`src/rtl/ddr2_init_pkg.sv`:
```
package ddr2_init_pkg;

    typedef enum logic [3:0] {
        ST_IDLE,
        ST_DLL_ON,
        ST_DLL_GO,
        ST_LOCK_WAIT,
        ST_POWERUP,
        ST_ISSUE,
        ST_ACCEPT,
        ST_SETTLE,
        ST_DONE,
        ST_FAULT
    } seq_state_t;

    localparam int unsigned NUM_STEPS = 13;
    localparam int unsigned STEP_W    = 4;

    // PHY DLL control words
    localparam logic [31:0] PHY_DLL_ENABLE = 32'h0002_2828;
    localparam logic [31:0] PHY_DLL_START  = 32'h0003_2828;

    // command word fields
    localparam logic [31:0] CMD_FLAG      = 32'h8000_0000;
    localparam logic [31:0] KIND_NOP      = 32'h0000_0000;
    localparam logic [31:0] KIND_WAKE     = 32'h0010_0000;
    localparam logic [31:0] KIND_MODE     = 32'h0020_0000;
    localparam logic [31:0] KIND_PRECH    = 32'h0030_0000;
    localparam logic [31:0] KIND_REFRESH  = 32'h0040_0000;
    localparam logic [31:0] SEL_MR        = 32'h0000_0000;
    localparam logic [31:0] SEL_EMR1      = 32'h0001_0000;
    localparam logic [31:0] SEL_EMR2      = 32'h0002_0000;
    localparam logic [31:0] SEL_EMR3      = 32'h0003_0000;

    // register value fields
    localparam logic [31:0] MR_BURST8     = 32'h0000_0003;
    localparam logic [31:0] MR_DLL_RESET  = 32'h0000_0100;
    localparam logic [31:0] EMR_HALF_DRV  = 32'h0000_0002;
    localparam logic [31:0] EMR_TERM_75   = 32'h0000_0004;
    localparam logic [31:0] EMR_OCD_DFLT  = 32'h0000_0380;
    localparam logic [31:0] EMR_OCD_EXIT  = 32'h0000_0000;

endpackage

```
`src/rtl/ddr2_us_timer.sv`:
```
module ddr2_us_timer #(
    parameter int unsigned CNT_W = 16
) (
    input  logic             clk,
    input  logic             rst_n,
    input  logic             load_i,
    input  logic [CNT_W-1:0] load_val_i,
    output logic             expired_o
);
    logic [CNT_W-1:0] cnt_q;

    always_ff @(posedge clk) begin
        if (!rst_n) begin
            cnt_q <= '0;
        end else if (load_i) begin
            cnt_q <= load_val_i;
        end else if (cnt_q != '0) begin
            cnt_q <= cnt_q - 1'b1;
        end
    end

    assign expired_o = (cnt_q == '0);

    AST_TIMER_STEP: assert property (@(posedge clk) disable iff (!rst_n)
        (!load_i && cnt_q != '0) |=> (cnt_q == $past(cnt_q) - 1'b1));

endmodule

```
`src/rtl/ddr2_lock_watch.sv`:
```
module ddr2_lock_watch #(
    parameter int unsigned LIMIT = 4096,
    localparam int unsigned CW   = $clog2(LIMIT + 1)
) (
    input  logic clk,
    input  logic rst_n,
    input  logic clear_i,
    input  logic count_i,
    output logic timeout_o
);
    localparam logic [CW-1:0] LIMIT_C = CW'(LIMIT);

    logic [CW-1:0] cnt_q;

    always_ff @(posedge clk) begin
        if (!rst_n || clear_i) begin
            cnt_q <= '0;
        end else if (count_i && cnt_q != LIMIT_C) begin
            cnt_q <= cnt_q + 1'b1;
        end
    end

    assign timeout_o = (cnt_q == LIMIT_C);

    AST_WATCH_HOLDS: assert property (@(posedge clk) disable iff (!rst_n)
        (timeout_o && !clear_i) |=> timeout_o);

endmodule

```
`src/rtl/ddr2_cmd_words.sv`:
```
module ddr2_cmd_words
    import ddr2_init_pkg::*;
(
    input  logic [STEP_W-1:0] step_i,
    input  logic [2:0]        cas_lat_i,
    input  logic [3:0]        wr_rec_i,
    output logic [31:0]       word_o,
    output logic              settle_o,
    output logic              last_o
);
    logic [2:0]  wr_field;
    logic [31:0] mr_word;
    logic [31:0] emr1_word;

    always_comb begin
        wr_field  = 3'(wr_rec_i - 4'd1);
        mr_word   = CMD_FLAG | KIND_MODE | SEL_MR | MR_BURST8
                  | {25'd0, cas_lat_i, 4'd0}
                  | {20'd0, wr_field, 9'd0};
        emr1_word = CMD_FLAG | KIND_MODE | SEL_EMR1 | EMR_HALF_DRV | EMR_TERM_75;
    end

    always_comb begin
        word_o   = CMD_FLAG | KIND_NOP;
        settle_o = 1'b0;
        unique case (step_i)
            4'd0:  word_o = CMD_FLAG | KIND_WAKE;
            4'd1:  word_o = CMD_FLAG | KIND_NOP;
            4'd2:  word_o = CMD_FLAG | KIND_PRECH;
            4'd3:  word_o = CMD_FLAG | KIND_MODE | SEL_EMR2;
            4'd4:  word_o = CMD_FLAG | KIND_MODE | SEL_EMR3;
            4'd5:  begin word_o = emr1_word;                settle_o = 1'b1; end
            4'd6:  begin word_o = mr_word | MR_DLL_RESET;   settle_o = 1'b1; end
            4'd7:  begin word_o = CMD_FLAG | KIND_PRECH;    settle_o = 1'b1; end
            4'd8:  begin word_o = CMD_FLAG | KIND_REFRESH;  settle_o = 1'b1; end
            4'd9:  begin word_o = CMD_FLAG | KIND_REFRESH;  settle_o = 1'b1; end
            4'd10: begin word_o = mr_word;                  settle_o = 1'b1; end
            4'd11: word_o = emr1_word | EMR_OCD_DFLT;
            4'd12: word_o = emr1_word | EMR_OCD_EXIT;
            default: word_o = CMD_FLAG | KIND_NOP;
        endcase
    end

    assign last_o = (step_i == STEP_W'(NUM_STEPS - 1));

endmodule

```
`src/rtl/ddr2_init_seq.sv`:
```
module ddr2_init_seq
    import ddr2_init_pkg::*;
#(
    parameter int unsigned CLKS_PER_US  = 200,
    parameter int unsigned POWERUP_US   = 200,
    parameter int unsigned SETTLE_US    = 1,
    parameter int unsigned LOCK_TIMEOUT = 4096
) (
    input  logic        clk,
    input  logic        rst_n,
    input  logic        start_i,
    input  logic [2:0]  cas_lat_i,
    input  logic [3:0]  wr_rec_i,
    input  logic [1:0]  phy_lock_i,
    input  logic        cmd_busy_i,
    output logic [31:0] phy_ctl_o,
    output logic        phy_ctl_we_o,
    output logic [31:0] cmd_word_o,
    output logic        cmd_valid_o,
    output logic        done_o,
    output logic        err_o
);
    localparam int unsigned PWR_CYC = POWERUP_US * CLKS_PER_US;
    localparam int unsigned SET_CYC = SETTLE_US * CLKS_PER_US;
    localparam int unsigned MAX_CYC = (PWR_CYC > SET_CYC) ? PWR_CYC : SET_CYC;
    localparam int unsigned TMR_W   = $clog2(MAX_CYC + 1);

    seq_state_t        state_q, state_d;
    logic [STEP_W-1:0] step_q,  step_d;
    logic [2:0]        cl_q;
    logic [3:0]        wr_q;
    logic              tmr_load;
    logic [TMR_W-1:0]  tmr_val;
    logic              tmr_expired;
    logic              lock_timeout;
    logic              locked;
    logic              step_settle;
    logic              step_last;
    logic [31:0]       step_word;

    assign locked = (phy_lock_i == 2'b11);

    ddr2_us_timer #(.CNT_W(TMR_W)) u_timer (
        .clk        (clk),
        .rst_n      (rst_n),
        .load_i     (tmr_load),
        .load_val_i (tmr_val),
        .expired_o  (tmr_expired)
    );

    ddr2_lock_watch #(.LIMIT(LOCK_TIMEOUT)) u_watch (
        .clk       (clk),
        .rst_n     (rst_n),
        .clear_i   (state_q == ST_DLL_GO),
        .count_i   (state_q == ST_LOCK_WAIT),
        .timeout_o (lock_timeout)
    );

    ddr2_cmd_words u_words (
        .step_i    (step_q),
        .cas_lat_i (cl_q),
        .wr_rec_i  (wr_q),
        .word_o    (step_word),
        .settle_o  (step_settle),
        .last_o    (step_last)
    );

    // state register
    always_ff @(posedge clk) begin
        if (!rst_n) begin
            state_q <= ST_IDLE;
            step_q  <= '0;
            cl_q    <= '0;
            wr_q    <= '0;
        end else begin
            state_q <= state_d;
            step_q  <= step_d;
            if (state_q == ST_IDLE && start_i) begin
                cl_q <= cas_lat_i;
                wr_q <= wr_rec_i;
            end
        end
    end

    // next state
    always_comb begin
        state_d  = state_q;
        step_d   = step_q;
        tmr_load = 1'b0;
        tmr_val  = TMR_W'(SET_CYC);
        unique case (state_q)
            ST_IDLE:      if (start_i) state_d = ST_DLL_ON;
            ST_DLL_ON:    state_d = ST_DLL_GO;
            ST_DLL_GO:    state_d = ST_LOCK_WAIT;
            ST_LOCK_WAIT: begin
                if (locked) begin
                    state_d  = ST_POWERUP;
                    tmr_load = 1'b1;
                    tmr_val  = TMR_W'(PWR_CYC);
                end else if (lock_timeout) begin
                    state_d = ST_FAULT;
                end
            end
            ST_POWERUP:   if (tmr_expired) begin
                state_d = ST_ISSUE;
                step_d  = '0;
            end
            ST_ISSUE:     state_d = ST_ACCEPT;
            ST_ACCEPT:    if (!cmd_busy_i) begin
                if (step_settle) begin
                    state_d  = ST_SETTLE;
                    tmr_load = 1'b1;
                end else if (step_last) begin
                    state_d = ST_DONE;
                end else begin
                    state_d = ST_ISSUE;
                    step_d  = step_q + 1'b1;
                end
            end
            ST_SETTLE:    if (tmr_expired) begin
                state_d = ST_ISSUE;
                step_d  = step_q + 1'b1;
            end
            ST_DONE:      state_d = ST_DONE;
            ST_FAULT:     state_d = ST_FAULT;
            default:      state_d = ST_IDLE;
        endcase
    end

    // outputs
    always_comb begin
        phy_ctl_o    = '0;
        phy_ctl_we_o = 1'b0;
        cmd_word_o   = '0;
        cmd_valid_o  = 1'b0;
        done_o       = 1'b0;
        err_o        = 1'b0;
        unique case (state_q)
            ST_DLL_ON: begin phy_ctl_o = PHY_DLL_ENABLE; phy_ctl_we_o = 1'b1; end
            ST_DLL_GO: begin phy_ctl_o = PHY_DLL_START;  phy_ctl_we_o = 1'b1; end
            ST_ISSUE:  begin cmd_word_o = step_word;     cmd_valid_o  = 1'b1; end
            ST_DONE:   done_o = 1'b1;
            ST_FAULT:  err_o  = 1'b1;
            default:   ;
        endcase
    end

    AST_STROBE_SINGLE: assert property (@(posedge clk) disable iff (!rst_n)
        cmd_valid_o |=> !cmd_valid_o);
    AST_PHY_PAIR: assert property (@(posedge clk) disable iff (!rst_n)
        (phy_ctl_we_o && !phy_ctl_o[16]) |=> (phy_ctl_we_o && phy_ctl_o[16]));
    AST_DONE_STICKY: assert property (@(posedge clk) disable iff (!rst_n)
        done_o |=> done_o);
    AST_ERR_STICKY: assert property (@(posedge clk) disable iff (!rst_n)
        err_o |=> (err_o && !cmd_valid_o && !done_o));
    AST_FAULT_UNLOCKED: assert property (@(posedge clk) disable iff (!rst_n)
        $rose(err_o) |-> ($past(phy_lock_i) != 2'b11));
    AST_EXCLUSIVE: assert property (@(posedge clk) disable iff (!rst_n)
        $onehot0({cmd_valid_o, phy_ctl_we_o, done_o, err_o}));

endmodule

```
`config.mk`:
```
export PLATFORM = sky130hd
export DESIGN_NAME = ddr2_init_seq
export DESIGN_NICKNAME = d
export VERILOG_FILES = /design/src/rtl/ddr2_init_pkg.sv /design/src/rtl/ddr2_us_timer.sv /design/src/rtl/ddr2_lock_watch.sv /design/src/rtl/ddr2_cmd_words.sv /design/src/rtl/ddr2_init_seq.sv
export SDC_FILE = /design/constraint.sdc
export NUM_CORES = 1
export LEC_CHECK = 0
export CAP_MARGIN = 10
export CORE_MARGIN = 10
export CORE_UTILIZATION = 40
export CTS_CLUSTER_DIAMETER = 200
export CTS_CLUSTER_SIZE = 8
export DETAILED_ROUTE_END_ITERATION = 7
export PLACE_DENSITY = 0.75
export REMOVE_ABC_BUFFERS = 1
export SLEW_MARGIN = 20
export SYNTH_ARGS = -nofsm -noshare
export SYNTH_HDL_FRONTEND = slang
export SYNTH_SLANG_ARGS = --single-unit
```
`constraint.sdc`:
```
create_clock -name clk -period 2.4 [get_ports clk]
set_clock_uncertainty 0.2 [all_clocks]
set_input_delay 0.48 -clock clk [delete_from_list [all_inputs] [get_ports clk]]
set_output_delay 0.48 -clock clk [all_outputs]
set_load 0.02 [all_outputs]
```
* Yosys cells after proc, flatten, opt, wreduce, memory -nomap -nowiden *
Cells that the tools add are included.

storage, ports and cells
  bits in registers = 43
  logic and storage cells = 90
  bits of input ports = 13
  output and inout bits = 68

cells by class
  eq/ne operators = 31
  reduce and logical (&&, ||, !) cells = 18
  bitwise logic cells = 1
  add/sub/neg operators = 4
  muxes and demuxes = 30

operator list
  kind                   count
  $pmux 32 s9            1
  $mux 16                4
  $mux 4                 12
  $pmux 18 s2            1
  $pmux 4 s9             1
  $eq 4x3->1 const B     8
  $mux 32                1
  $or 32x12->32          1
  $eq 4x4->1 const B     7
  $eq 4x2->1 const B     4
  $logic_not 16->1       1
  $reduce_bool 16->1     1
  $sub 16x1->16 const B  1
  $add 13x1->13 const B  1
  $eq 13x13->1 const B   1
  $ne 13x13->1 const B   1
  $ne 2x2->1 const B     6
  $pmux 4 s3             1
  $reduce_or 2->1        5
  $logic_not 4->1        2
  $mux 1                 8
  $reduce_and 6->1       1
  $reduce_or 6->1        1
  $add 4x1->4 const B    1
  other kinds (12)       13

* Logic depth before layout (Yosys ltp) *
Gate-level depths: netlist of run 1.

  depth in word-level cells = 7
  depth in mapped cells = 8
  depth with buffers taken out = 8

* Cells and area by module *
A second synthesis of run 1 with hierarchy kept.

unflattened totals
  cell total of the unflattened synthesis = 436
  area, all modules = 3482.1 µm²

by module, submodules not included
  module           area an instance (µm²)  cells each  seq. area each (µm²)  instances
  ddr2_init_seq    1408.9                  173         300.3                 1
  ddr2_us_timer    939.7                   116         320.3                 1
  ddr2_lock_watch  690.7                   81          260.2                 1
  ddr2_cmd_words   442.9                   66          0.0                   1

* Worst setup path before layout of run 1 *
Ideal clock, no wire load.

  path type = register -> output
  start point = reg state_q[0]
  end point = out cmd_word_o[20]
  data arrival time = 2.223 ns
  data required time = 1.720 ns
  slack = -0.503 ns
  cell stages (with the launch flop) = 6
  buffers on the path = 1
  cells stage by stage = dfxtp_1 clkbuf_1 nand3_1 inv_1 o21ai_1 a2111oi_0

on the way
  longest elaborated chain between the ends = 2

RTL lines
  what                    RTL line              source
  start, declared         ddr2_init_seq.sv:28   seq_state_t state_q, state_d;
  start signal, assigned  ddr2_init_seq.sv:76   state_q <= state_d;
  $eq 4x3->1              ddr2_init_seq.sv:138  unique case (state_q)
  $mux 32                 ddr2_init_seq.sv:138
  end, declared           ddr2_init_seq.sv:18   output logic [31:0] cmd_word_o,

No other way between the ends.

* Worst setup path in the final report of run 1 *
  start point = reg step_q[0]
  end point = reg step_q[2]

on the way
  longest elaborated chain between the ends = 5
  elaborated cells between the ends (all ways) = 18
  those cells by class = add/sub: 1; eq/ne: 9; mux: 6; reduce/logical: 2

RTL lines
  what                                            RTL line                                    source
  start, declared                                 ddr2_init_seq.sv:29                         logic [STEP_W-1:0] step_q, step_d;
  start signal, assigned                          ddr2_init_seq.sv:77                         step_q <= step_d;
  $add 4x1->4 (tied with other cells)             ddr2_init_seq.sv:117, ddr2_init_seq.sv:122
  $mux 4 or $reduce_or 6->1 (tied branches)       --
  $mux 4 or $mux 1 (tied branches)                ddr2_init_seq.sv:110, ddr2_cmd_words.sv:26
  $mux 4 or $ne 2x2->1 (tied branches)            --
  $pmux 4 s3 or $reduce_and 6->1 (tied branches)  --

Several ways; a longest one is shown, not always the timed one. The select of a mux whose other input is x is not followed.
A chain may end at the register's enable or synchronous reset.

==> impl_metrics.toml, run 1 <==
[global_routing]
grt_use_met1 = 0.140
antenna_found_initial = 0
gr-usage-met2 = 0.202
grt-ovfl-total = 0
use_met3 = 0.0417
grt_pass1_vias = 2532
grt_first_pass_wirelength_um = 11600
grt_start_max_net_pins = 16
busiest_layer = "met2"
grtUsageTotal = 0.119

[finish]
area_growth_pct = 26.0
final_core_util = 0.518
diodes = 0
nets = 460
regArea_um2 = 868
nFillCells = 686
multi_input_area_um2 = 1930
layout-drive-gt1-share = 0.235

[route]
drt_iter0_markers = 60
post_drt_wl_per_cell_um = 13.2
dr.pass1.iters = 4
via_per_inst = 4.94
via_count = 2652
drc = 0
finalWirelength_um = 7090
ant_nets = 0

[logic_synthesis]
synth.distinct_cells = 55
ys_seq_area_frac = 0.290
synth-edff-count = 0
synth_area_leader_cell = "dfxtp_1"
synth_top_cell_area_share = 0.290
synthTopCellsByArea = "dfxtp_1 (29%), buf_4 (12%), nor2_1 (4.7%), ha_1 (3.8%), xnor2_1 (3.2%)"
dominantRegCellSynth = "dfxtp_1"
synth_cells = 371
ys_ff_latch = 43
syn-cell-area_um2 = 2970
synth.avg_cell_area_um2 = 8.00
ys_async_sr_fraction = 0
ys_warn_count = 0

[setup_path]
critPathLaunchType = "register"
critPathArrivalTime_ns = 2.50
critPathTopFamily = "simple AND/OR/NAND/NOR gates"
required_ns = 2.43
slowest_stage = "or4_4"
cp_cell_sequence = "inv_2 -> buf_4 -> ha_4 -> buf_6 -> or3_1 -> a22o_1 -> a21bo_4 -> or4_4 -> a21oi_2"
crit_buf_inv = 3
criticalPathCategory = "register to register"
critPathMaxStageDelay_ns = 0.42
crit_fanout = 8
crit_path_end_kind = "register"

[cts]
cts-htree-levels = 2
clock_latency_ns = 0.30
numCtsBuffers = 5
cts_tree = "yes"
ctsRootBufferMaster = "clkbuf_8"
path_clk_slew_ns = 0.08
hold_buffers = 0
cts_buffer_depth = 2
cts_sinks = 43

[timing]
final-hold-violation-count = 0
hold_ws_ns = 0.324
timing.setup.tns_ns = -0.368
worstMarginPinSlew_ns = 0.501
fin_crit_sh = 1.03
min_period_ns = 2.47
fmax_ghz = 0.405
maxSlewHeadroom = 0.664
drv_slew = 0
fin_ws_ns = -0.0682
finalSetupViolations = 9
rsz0062_at_grt = "yes"

[die]
std_cell_rows = 31
die_w_um = 106
die-area_um2 = 11300
core_um2 = 7210
dieHeight_um = 106
initial_core_util = 0.411
io_pins = 81

[power_and_ir_drop]
p_leak_nw = 1.57
power_density_nw_per_um2 = 901
peakVddDrop_uv = 781

[outcome]
violations = "negative setup slack"
status = "finished, violations left"

[flow_run]
drv_cap = 0

[placed_design]
port_buffers = 38
dp_hpwl_um = 5300
gp_congestion = 0.853

[hold_path]
hold_path_class = "register to register"
synth_stat cells, types with 2 or more instances:
cell,number
buf_4,47
dfxtp_1,43
nor2_1,37
nand2_1,24
a21oi_1,16
nor3_1,16
nand3_1,13
nor2b_1,13
o21ai_0,13
inv_1,11
xnor2_1,11
xor2_1,11
ha_1,9
mux2i_1,9
clkbuf_1,8
nor4_1,8
nand4_1,7
and2_1,5
nand2b_1,5
o31ai_1,5
or2_2,5
or3_1,5
and3_1,4
a211oi_1,3
o21a_1,3
or4_1,3
a22o_1,2
a31oi_1,2
and4_1,2
and4bb_2,2
buf_2,2
nor3_2,2
o211ai_1,2
o31a_1,2
metal layers:
metal	share of wire	wire length [µm]	vias up
li1	-	-	1345
met1	0.43	3070	1232
met2	0.49	3460	67
met3	0.070	497	8
met4	0.0083	59	0
met5	0	0	-
per-stage QoR:
step / cells / total power, mW / cell area, µm² / setup WS [ns]
after floorplan: 352 / 2.13 / 2710 / -1.40
after global placement: 528 / 2.75 / 3510 / -0.372
after detailed placement: 528 / 2.78 / 3510 / -0.409
after CTS: 536 / 3.31 / 3610 / -0.140
after global routing: 537 / 3.65 / 3740 / -0.151
final: 537 / 3.37 / 3740 / -0.0682
final timing paths:
check                    startpoint                     end  slack, ns  depth (start not counted)
min reg2reg    cl_q[2]$_SDFFE_PN0P_    cl_q[2]$_SDFFE_PN0P_       0.32                          2
max reg2reg  step_q[0]$_SDFFE_PN0P_  step_q[2]$_SDFFE_PN0P_      -0.07                          9
min            cl_q[2]$_SDFFE_PN0P_    cl_q[2]$_SDFFE_PN0P_       0.32                          2
max          step_q[0]$_SDFFE_PN0P_  step_q[2]$_SDFFE_PN0P_      -0.07                          9
area by class of cell:
type	instances	area share
Clock buffer	5	0.0184
Clock inverter	2	0.0100
Inverter	11	0.0124
Multi-Input combinational cell	298	0.515
Sequential cell	43	0.232
Tap cell	99	0.0331
Timing Repair Buffer	79	0.179
power by group:
part           switching [mW]  internal [mW]  leakage (nW)
Combinational           0.977          0.833          1.17
Clock                   0.253          0.304        0.0502
Sequential              0.144          0.856         0.352
Total                    1.37           1.99          1.57
cells in the final DEF, fill, tap and decap left out, drive strengths merged, types with 3 or more instances in the layout:
cell type	count
inv	11
or3	6
nor3	18
xnor2	11
nand2	24
or2	5
nor2	37
buf	56
nor4	9
clkdlybuf4s50	11
clkbuf	5
nor2b	13
a21oi	16
dlygate4sd2	3
conb	41
and2	5
clkdlybuf4s15	7
nand2b	5
or4	3
nand3	13
o21ai	15
o31ai	5
a211oi	3
xor2	11
mux2i	9
nand4	7
ha	9
o21a	3
and3	4
dfxtp	43
cell families after synthesis:
group / Yosys count / synth area share
simple gates: 158 / 0.292
xor+xnor: 22 / 0.0649
buf+inv: 70 / 0.151
flops: 43 / 0.290
mux: 9 / 0.0304
compound gates: 59 / 0.132
other cells: 1 / 0.00126
fa+ha+maj: 9 / 0.0379
worst register-to-register path, cell delays in order (launching register included):
cell and delay [ns]:
dfxtp_4 0.38, inv_2 0.06, buf_4 0.13, ha_4 0.16, buf_6 0.13, or3_1 0.33
a22o_1 0.22, a21bo_4 0.24, or4_4 0.42, a21oi_2 0.13
registers in the layout, summed over array words and instances, names as in the netlist:
signal and count:
wr_q 3, step_q 4, state_q 4, u_timer.cnt_q 16, u_watch.cnt_q 13, cl_q 3
what timing repair did:
action | 4_1_cts | 5_1_grt
endpoints found under the setup margin | 30 | 28
setup buffers | 1 | 1
gates cloned | 0 | 0
pin swaps | 7 | 7
gates resized for setup | 106 | 35
Note: power is estimated with default switching activity, not from simulation.
==> inputs of run 2 (changes only) <==
Settings changed: CORE_ASPECT_RATIO set to 0.9.
==> impl_metrics.toml, run 2 (synthesis gave the netlist of run 1 again) <==
[finish]
regMostFlops = "u_timer.cnt_q"
final_cells = 546
final_cell_mix = "buf_4 (50), conb_1 (41), dfxtp_1 (41), nor2_1 (30), nand2_1 (23)"
layout-drive-gt1-share = 0.289
largest_reg_flops = 16
nFillCells = 633
final_core_util = 0.550
area_growth_pct = 32.5
layout_commonest_cell = "buf_4"
nets = 474
largest_registers = "u_timer.cnt_q: 16 flops, u_watch.cnt_q: 13 flops"
postLayoutCellArea_um2 = 3930
diodes = 0

[setup_path]
critPathMaxStageDelay_ns = 0.41
path_common_cell = "inv_4"
critPathLaunchType = "register"
crit_fanout = 4
crit_path_end_kind = "output port"
ff2ff_setup_slack_ns = -0.13
crit_buf_inv = 3
slowest_stage = "dfxtp_4"
critPathTopFamily = "simple AND/OR/NAND/NOR gates"
cp_cell_sequence = "inv_4 -> ha_4 -> nor2_4 -> a21boi_2 -> o21ai_2 -> or2_4 -> inv_4 -> and2_1 -> buf_2"
required_ns = 1.72
criticalPathCategory = "register to output port"
critPathArrivalTime_ns = 1.86

[global_routing]
grt-ovfl-total = 0
grt_first_pass_wirelength_um = 12700
grt_pass1_vias = 2697
grtUsageTotal = 0.130
grt_start_max_net_pins = 16
antenna_found_initial = 0

[placed_design]
place_area_um2 = 3530
port_buffers = 38
dp_hpwl_um = 5750
place_ws_ns = -0.406
dp_cells = 526
gp_congestion = 0.906

[route]
top_layer = "met4"
met3WireLength_um = 548
dr.pass1.iters = 5
met2WireLength_um = 4180
drt_iter0_markers = 102
met1_length_um = 3220
ant_nets = 0
drc = 0
via_per_inst = 5.12
via_count = 2797
finalWirelength_um = 8060
post_drt_wl_per_cell_um = 14.8

[cts]
path_clk_slew_ns = 0.08
cts_tree = "yes"
cts_buffer_depth = 2
clock_latency_ns = 0.29
cts_sinks = 43
numCtsBuffers = 5
ctsRootBufferMaster = "clkbuf_8"
cts-htree-levels = 2
hold_buffers = 0

[die]
dieHeight_um = 102
std_cell_rows = 29
initial_core_util = 0.415
die-area_um2 = 11300
die_w_um = 111
io_pins = 81
core_um2 = 7150

[timing]
finalSetupViolations = 15
maxSlewHeadroom = 0.636
fin_ws_ns = -0.140
drv_slew = 0
fin_crit_sh = 1.06
final-hold-violation-count = 0
timing.setup.tns_ns = -0.973
fmax_ghz = 0.394
rsz0062_at_grt = "yes"
worstMarginPinSlew_ns = 0.543
min_period_ns = 2.54
hold_ws_ns = 0.331

[power_and_ir_drop]
power_density_nw_per_um2 = 879
total_power_mw = 3.46
p_leak_nw = 1.67
peakVddDrop_uv = 429

[outcome]
status = "finished, violations left"
violations = "negative setup slack"

[hold_path]
hold_path_class = "register to register"

[flow_run]
drv_cap = 0
## run 2: metal layers
layer  track usage  vias up
met5             0        -
met2         0.240       86
met1         0.142     1329
li1              -     1374
met3        0.0355        8
met4        0.0440        0
## run 2: final cells by class
type                       instances  area [µm²]  share of cell area
multi-input combinational        298        2000               0.508
sequential                        43         868               0.221
timing repair buffer              93         790               0.201
tap                               93         116              0.0296
clock buffer                       5        68.8              0.0175
inverter                          11        48.8              0.0124
clock inverter                     3        43.8              0.0111
## run 2: worst min-delay path, cell delays in order (launching register included)
cell,delay (ns)
dfxtp_1,0.35
nor2_1,0.10
nor3_1,0.04
## run 2: what timing repair did
| item | CTS | global route |
|---|---|---|
| setup buffers | 6 | 6 |
| hold endpoints to repair | 0 | 0 |
| endpoints found under the setup margin | 32 | 35 |
| pin swaps | 17 | 9 |
| resized for setup | 127 | 38 |
## run 2: worst paths after layout
kind	from	to	cells after the start
min reg2reg	u_timer.cnt_q[0]$_SDFFE_PN0P_	u_timer.cnt_q[0]$_SDFFE_PN0P_	2
max reg2reg	step_q[0]$_SDFFE_PN0P_	step_q[2]$_SDFFE_PN0P_	9
min	u_timer.cnt_q[0]$_SDFFE_PN0P_	u_timer.cnt_q[0]$_SDFFE_PN0P_	2
max	step_q[0]$_SDFFE_PN0P_	cmd_word_o[5]	9
## run 2: where the power goes
group	internal, mW	switching [mW]	total [mW]	leakage [nW]
logic	0.851	1.03	1.88	1.26
clock network	0.310	0.256	0.566	0.0581
registers	0.856	0.155	1.01	0.352
==> inputs of run 3 (changes only) <==
Settings changed: PLACE_DENSITY 0.75 to 0.72, SKIP_LAST_GASP set to 1.
Clock period 2.4 ns to 2.75 ns, I/O delays scaled along.
==> impl_metrics.toml, run 3 (synthesis gave the netlist of run 1 again) <==
[timing]
min_period_ns = 2.64
final-hold-violation-count = 0
drv_slew = 0
worstMarginPinSlew_ns = 0.510
fmax_ghz = 0.379
fin_crit_sh = 0.960
finalSetupViolations = 0
maxSlewHeadroom = 0.659
rsz0062_at_grt = "yes"

[finish]
final_cells = 523
final_cell_mix = "conb_1 (41), dfxtp_1 (41), nor2_1 (37), buf_4 (36), nand2_1 (24)"
nets = 451
layout-drive-gt1-share = 0.163
largest_reg_flops = 16
area_growth_pct = 18.3
nFillCells = 695
regMostFlops = "u_timer.cnt_q"
postLayoutCellArea_um2 = 3510
multi_input_area_um2 = 1820
diodes = 0
largest_registers = "u_timer.cnt_q: 16 flops, u_watch.cnt_q: 13 flops"
regArea_um2 = 863

[setup_path]
criticalPathCategory = "register to output port"
critPathArrivalTime_ns = 1.89
crit_fanout = 4
critPathLaunchType = "register"
required_ns = 2.00
crit_path_end_kind = "output port"

[die]
die_w_um = 111
io_pins = 81
core_um2 = 7150
initial_core_util = 0.415
dieHeight_um = 102
std_cell_rows = 29
die-area_um2 = 11300

[route]
drt_iter0_markers = 163
ant_nets = 0
via_per_inst = 5.01
drc = 0
post_drt_wl_per_cell_um = 13.7
finalWirelength_um = 7150
via_count = 2622
dr.pass1.iters = 4

[placed_design]
port_buffers = 38
dp_cells = 515
place_area_um2 = 3450
gp_congestion = 0.845
dp_hpwl_um = 5580

[flow_run]
drv_cap = 0

[cts]
cts_sinks = 43
hold_buffers = 0
path_clk_slew_ns = 0.08
cts_tree = "yes"
cts-htree-levels = 2
clock_latency_ns = 0.30
cts_buffer_depth = 2
ctsRootBufferMaster = "clkbuf_8"
numCtsBuffers = 5

[power_and_ir_drop]
peakVddDrop_uv = 470
p_leak_nw = 1.54
power_density_nw_per_um2 = 778
total_power_mw = 2.73

[global_routing]
grt-ovfl-total = 0
grtUsageTotal = 0.124
grt_pass1_vias = 2525
antenna_found_initial = 0
grt_first_pass_wirelength_um = 11900
grt_start_max_net_pins = 16

[outcome]
status = "finished, final reports clean"

[hold_path]
hold_path_class = "register to register"
## run 3: metal layers
metal	track usage	vias up	wire length, µm
met1	0.149	1215	3250
met2	0.208	68	3360
met3	0.0396	8	477
li1	-	1331	-
met5	0	-	0
met4	0.0350	0	72
## run 3: path summary, 6_finish.rpt
check                                end              startpoint  slack, ns  cells after the start
setup / recovery           cmd_word_o[6]  step_q[0]$_SDFFE_PN0P_       0.11                      9
hold / removal      cl_q[1]$_SDFFE_PN0P_    cl_q[1]$_SDFFE_PN0P_       0.32                      2
setup reg to reg  step_q[3]$_SDFFE_PN0P_  step_q[0]$_SDFFE_PN0P_       0.14                      9
hold reg to reg     cl_q[1]$_SDFFE_PN0P_    cl_q[1]$_SDFFE_PN0P_       0.32                      2
## run 3: where the power goes
group / total [mW] / internal, mW / switching (mW)
Combinational: 1.46 / 0.639 / 0.824
Sequential: 0.870 / 0.746 / 0.123
Clock: 0.396 / 0.178 / 0.218
Total: 2.73 / 1.56 / 1.17
## run 3: final cells by class
class / instances / area share
multi-input combinational: 298 / 0.517
sequential: 43 / 0.246
timing repair buffer: 70 / 0.168
tap: 93 / 0.0332
clock buffer: 6 / 0.0207
inverter: 11 / 0.0118
clock inverter: 2 / 0.00357
## run 3: worst max-delay path: stages (launching register included)
cell and delay, ns:
dfxtp_2 0.36, inv_1 0.06, ha_1 0.20, nor2_1 0.14
a21boi_1 0.10, o21ai_2 0.21, or2_4 0.18, inv_2 0.05
and2_1 0.15, buf_4 0.15
## run 3: repair_timing
item	in CTS	in global routing
setup endpoints to repair	16	22
gates resized for setup	39	34
pin swaps	0	1
setup buffers	0	0
## run 3: stage by stage
| stage | util | TNS (ns) | hold slack (ns) | setup WS [ns] |
|---|---|---|---|---|
| final | 0.491 | 0 | 0.322 | 0.109 |
| after global routing | 0.491 | -0.301 | 0.373 | -0.0687 |
| after CTS | 0.489 | -0.144 | 0.328 | -0.144 |
| after detailed placement | 0.482 | -0.763 | 0.304 | -0.134 |
| after global placement | 0.482 | -0.625 | 0.295 | -0.121 |
| after floorplan | - | -7.56 | 0.276 | -1.12 |
